`src/rtl/colchk_pkg.sv`:
```
package colchk_pkg;
  localparam int NUM_ERR = 4;

  typedef enum logic [1:0] {
    ERR_BANK    = 2'd0,
    ERR_SPACING = 2'd1,
    ERR_SPLIT   = 2'd2,
    ERR_MIXED   = 2'd3
  } err_kind_e;

  typedef struct packed {
    logic valid;
    logic is_rd;
  } col_cmd_t;
endpackage

```
`src/rtl/colchk_tracker.sv`:
```
module colchk_tracker
  import colchk_pkg::*;
#(
  parameter int HALF_CLKS = 2,
  parameter int AGE_W     = $clog2(2 * HALF_CLKS + 1)
) (
  input  logic             clk,
  input  logic             rst_n,
  input  col_cmd_t         cmd,
  input  logic             burst8,
  output logic [AGE_W-1:0] age,
  output logic             long_q,
  output logic             last_rd,
  output logic             in_burst
);
  localparam int FULL_CLKS = 2 * HALF_CLKS;
  localparam logic [AGE_W-1:0] AGE_SAT  = AGE_W'(FULL_CLKS);
  localparam logic [AGE_W-1:0] AGE_HALF = AGE_W'(HALF_CLKS);

  logic [AGE_W-1:0] age_q;
  logic [AGE_W-1:0] len;

  always_ff @(posedge clk or negedge rst_n) begin
    if (!rst_n) begin
      age_q   <= AGE_SAT;
      long_q  <= 1'b0;
      last_rd <= 1'b0;
    end else if (cmd.valid) begin
      age_q   <= AGE_W'(1);
      long_q  <= burst8;
      last_rd <= cmd.is_rd;
    end else if (age_q != AGE_SAT) begin
      age_q <= age_q + AGE_W'(1);
    end
  end

  assign len      = long_q ? AGE_SAT : AGE_HALF;
  assign age      = age_q;
  assign in_burst = age_q < len;

  // A new command always opens a burst window in the following cycle.
  assert_burst_opens_R9: assert property (@(posedge clk) disable iff (!rst_n)
    cmd.valid |=> in_burst);
  // With no command the window never reopens once it has closed.
  assert_window_stays_closed_R8: assert property (@(posedge clk) disable iff (!rst_n)
    (!in_burst && !cmd.valid) |=> !in_burst);
endmodule

```
`config.mk`:
```
export PLATFORM = sky130hd
export DESIGN_NAME = colchk_tracker
export DESIGN_NICKNAME = d
export VERILOG_FILES = /design/src/rtl/colchk_pkg.sv /design/src/rtl/colchk_tracker.sv
export SDC_FILE = /design/constraint.sdc
export NUM_CORES = 1
export LEC_CHECK = 0
export BUFFER_PORTS_ARGS = -buffer_cell sky130_fd_sc_hd__buf_2
export CELL_PAD_IN_SITES_DETAIL_PLACEMENT = 1
export CELL_PAD_IN_SITES_GLOBAL_PLACEMENT = 1
export CORE_AREA = 3 3 40 42
export DETAILED_ROUTE_END_ITERATION = 7
export DIE_AREA = 0 0 43 45
export MAX_ROUTING_LAYER = met4
export PLACE_DENSITY = 0.59
export SYNTH_ARGS = -nofsm -noshare
export SYNTH_HDL_FRONTEND = slang
export SYNTH_SLANG_ARGS = --single-unit
```
`constraint.sdc`:
```
create_clock -name clk -period 1 [get_ports clk]
set_input_delay 0.05 -clock clk [delete_from_list [all_inputs] [get_ports clk]]
set_output_delay 0.05 -clock clk [all_outputs]
set_load 0.03 [all_outputs]
```
Word level (Yosys, flattened, before mapping)
Index checks and enable logic that the tools add are counted.

Add/subtract/negate cells: 1. Equal/unequal tests: 1. Div/mod/pow operators: 0. Shifts and indexed selects: 0. Order comparisons: 1. Reductions and logical operators: 1. Multiplexer cells: 3. Multipliers: 0. Bitwise logic cells: 0.

Operator list (number): 2-to-1 mux 3 bit (3); adder 3 x 1 -> 3 bit (second input constant) (1); < comparator 3 bit (1); != test 3 bit (second input constant) (1); nonzero test 2 bit (1).

Output and inout bits: 6. Input port bits: 5. Logic and storage cells: 10. Register bits: 5. ROM bits: 0. Memory bits (writable): 0. Memories kept: 0. Latch bits: 0.

Logic depth before layout (Yosys ltp)
Word-level depth: 3. Depth in mapped cells: 4. Gate-level depth less buffers: 4.

Worst setup path after synthesis
Ideal clock, no wire load.

Path kind: flip-flop to output port. From: reg age_q[2], in the netlist age[2]. To: out in_burst. Arrival: 1.409 ns. Setup slack: -0.459 ns. Cell stages (with the launch flop): 4. Data required time: 0.950 ns. Cells stage by stage: dfstp_2 > ha_1 > o21a_1 > nor2_1.

Cells in the longest elaborated chain, start to end: 1.

RTL lines: start: declaration (line colchk_tracker.sv:20) `logic [AGE_W-1:0] age_q;`; start signal: assignment (line colchk_tracker.sv:33) `age_q <= age_q + AGE_W'(1);`; < comparator 3 bit (line colchk_tracker.sv:39) `assign in_burst = age_q < len;`; end: declaration (line colchk_tracker.sv:14) `output logic in_burst`.

Every way passes these cells.

Worst setup path in the final report
Same ends and word-level chain as after synthesis.

==> impl_results.md <==
* Status: finished, violations left
* Violated checks: setup timing
* Setup WS post-layout at -396 ps
* Worst EP required at 950 ps
* Drt drc at 0
* Initial Util at 21.2%
* Clock Pin Slew Worst Setup and Hold Paths at 40 ps
* Syn Nets at 34
* Port Buffers at 10
* Worst hold path type: in2reg
* Hold_ws at 49.6 ps
* Sequential area share after synthesis at 46.3%
* Syn_area_per_cell at 10.5 µm²
* Yosys warnings at 0
* DP Area at 404 µm²
* Area used by multi-input combinational logic at 194 µm²
* Final wirelength at 868 µm
* Setup Viol. Count Final at 6
* Overflow after GRT at 0
* Startpoint types: register
* First-pass GRT wire length at 1490 µm
* Die X at 43 µm
* WHS Endpoint: last_rd
* Deepest clock path buffer count at 2
* WP data arrival at 1350 ps
* Cell area after layout at 542 µm²
* Post-DRT Antenna Nets at 0
* CP max stage cell: dfstp_2
* Core area at 1280 µm²
* Max_cap viols at 0
* Die area at 1940 µm²
* GRT Overall Usage at 11.0%
* Seq cells post-synth at 5
* Reg2reg path depth at 4
* Post-DR vias/cell at 4.28
* Post-Synthesis Cell Area at 273 µm²
* RSZ-0062 raised after global routing: true
* Hold Path Cell Cnt at 2
* Share of cells above drive strength 1 at 71.4%
* Clk_lat worst skew at 230 ps
* Hpwl dp at 588 µm
* Num CTS Buffers at 3
* Worst Path Max Fanout at 2
* Number of fill cells at 159
* Worst-Margin Slew at 166 ps
* Final Hold Vio Count at 0
* H-tree lvl count at 1
* Crit-path cells: ha_4 > o21a_1 > nor2_4 > buf_6
* Root buffer cell: clkbuf_4
* Worst r2r dst: age[2]
* Initial DRT Pass Iterations at 2
* Slew Limit Fails at 0
* Register area at 129 µm²
* F_max at 716 MHz
* Vias in the first global route at 318
* Setup Skew at 0.109 ps
* Reg-to-reg slack, setup at -130 ps
* Hold_sp: cmd[0]
* Power Total at 0.933 mW
* PwrDens at 1720 nW/µm²
* RR Startpoint: age[1]
* GPL Wtd Cong at 0.682
* CTS tree: yes
* CTS sink cnt at 5
* WS Path Type: reg2out
* Via count at 274
* Routed len/inst at 13.6 µm
* Ant diodes at 0
* Syn Inst Count at 26
* Largest net degree at the start of global routing at 8
* Slew headroom at 88.8%
* Tcrit/Tclk final at 140%
* Die H at 45 µm
* I/O pin cnt at 11
* P&R area growth vs syn at 98.6%
* Initial antenna violation count at 0
* Worst setup EP type: output port
* Min Tclk post-route at 1400 ps
* Leakage at 0.256 nW
* Num rows at 13
* Library cells used by synthesis at 16
* Initial DRC count at 1
* Max rail drop VDD at 627 µV
* Worst path max stage delay at 550 ps
* Layout Nets at 58
[Yosys cell counts]
| cell | instances | share of area (%) |
|---|---|---|
| mux2_1 | 1 | 4.1 |
| inv_1 | 3 | 4.1 |
| o21a_1 | 1 | 2.8 |
| dfrtp_1 | 4 | 37 |
| a21oi_1 | 1 | 1.8 |
| a21bo_1 | 1 | 3.7 |
| nor3_2 | 1 | 3.7 |
| mux2i_1 | 1 | 3.7 |
| nor2_1 | 3 | 4.1 |
| nand3_1 | 1 | 1.8 |
| dfstp_2 | 1 | 9.6 |
| and3b_1 | 1 | 3.2 |
| ha_1 | 3 | 14 |
| o21ai_0 | 1 | 1.8 |
| nor2b_1 | 1 | 2.3 |
| nand2_1 | 2 | 2.8 |
[stage by stage]
step | cells | utilization, % | worst slack (ps) | setup TNS (ps)
finish | 64 | 42.2 | -396 | -985
CTS | 64 | 39.8 | -399 | -1290
floorplan | 26 | - | -264 | -487
detailed placement | 56 | 31.5 | -187 | -404
global placement | 56 | 31.5 | -167 | -281
global route | 64 | 42.2 | -463 | -1260
[worst max-delay path: cells and delay by family (launching register included)]
family / cells / cell delay, ps
buffers and inverters: 1 / 130
DFF: 1 / 550
AOI/OAI and AO/OA: 1 / 130
adders and majority gates: 1 / 190
and+or+nand+nor: 1 / 110
[registers in the layout, summed over array words and instances (netlist names)]
signal / count
last_rd: 1
long_q: 1
age: 3
[what timing repair did]
action,CTS,global route
setup buffers,3,3
hold buffers,1,0
endpoints found under the setup margin,6,8
pin swaps,3,5
gates resized for setup,15,8
endpoints found under the hold margin,5,0
[placed cells by master, fill, tap and decap left out, types with 2 or more instances in the layout]
| cell | instances |
|---|---|
| buf_2 | 5 |
| dfrtp_2 | 2 |
| inv_2 | 2 |
| clkbuf_4 | 3 |
| buf_4 | 5 |
| dfrtp_1 | 2 |
| ha_4 | 3 |
| buf_6 | 8 |
[cell families after synthesis]
logic type / share of synthesized area (%)
buffers and inverters: 4.13
AO/OA/AOI/OAI: 10.1
flip-flops: 46.3
multiplexers: 7.80
adder cells (fa/ha/maj): 13.8
AND/OR/NAND/NOR: 17.9
[layer usage]
| metal | track usage (%) | wire, µm |
|---|---|---|
| met1 | 10.5 | 312 |
| met2 | 19.8 | 526 |
| met3 | 3.98 | 29 |
| met4 | 5.42 | 0 |
| met5 | - | 0 |
[worst max-delay path by stage]
stage | start | end | slack [ps] | cells after the start
3_3_place_gp | age[2] | in_burst | -170 | 4
3_5_place_dp | age[2] | in_burst | -190 | 4
6_report | age[2] | in_burst | -400 | 4
4_1_cts | age[2] | in_burst | -400 | 4
5_1_grt | age[2] | in_burst | -460 | 4
2_1_floorplan | age[2] | in_burst | -260 | 3
[power by group]
part | switching [mW] | leakage, nW | total, mW | internal, mW
clock | 0.0787 | 0.0150 | 0.229 | 0.151
sequential | 0.0300 | 0.0556 | 0.265 | 0.236
combinational | 0.217 | 0.185 | 0.438 | 0.221
[cell type report]
type,count,area share (%)
repair buffers,19,30.0
flip-flops and latches,5,23.8
inverters,3,2.08
well taps,15,3.46
multi-input cells,18,35.8
clock buffers,4,4.85
Power figures use the tool's default switching activity.
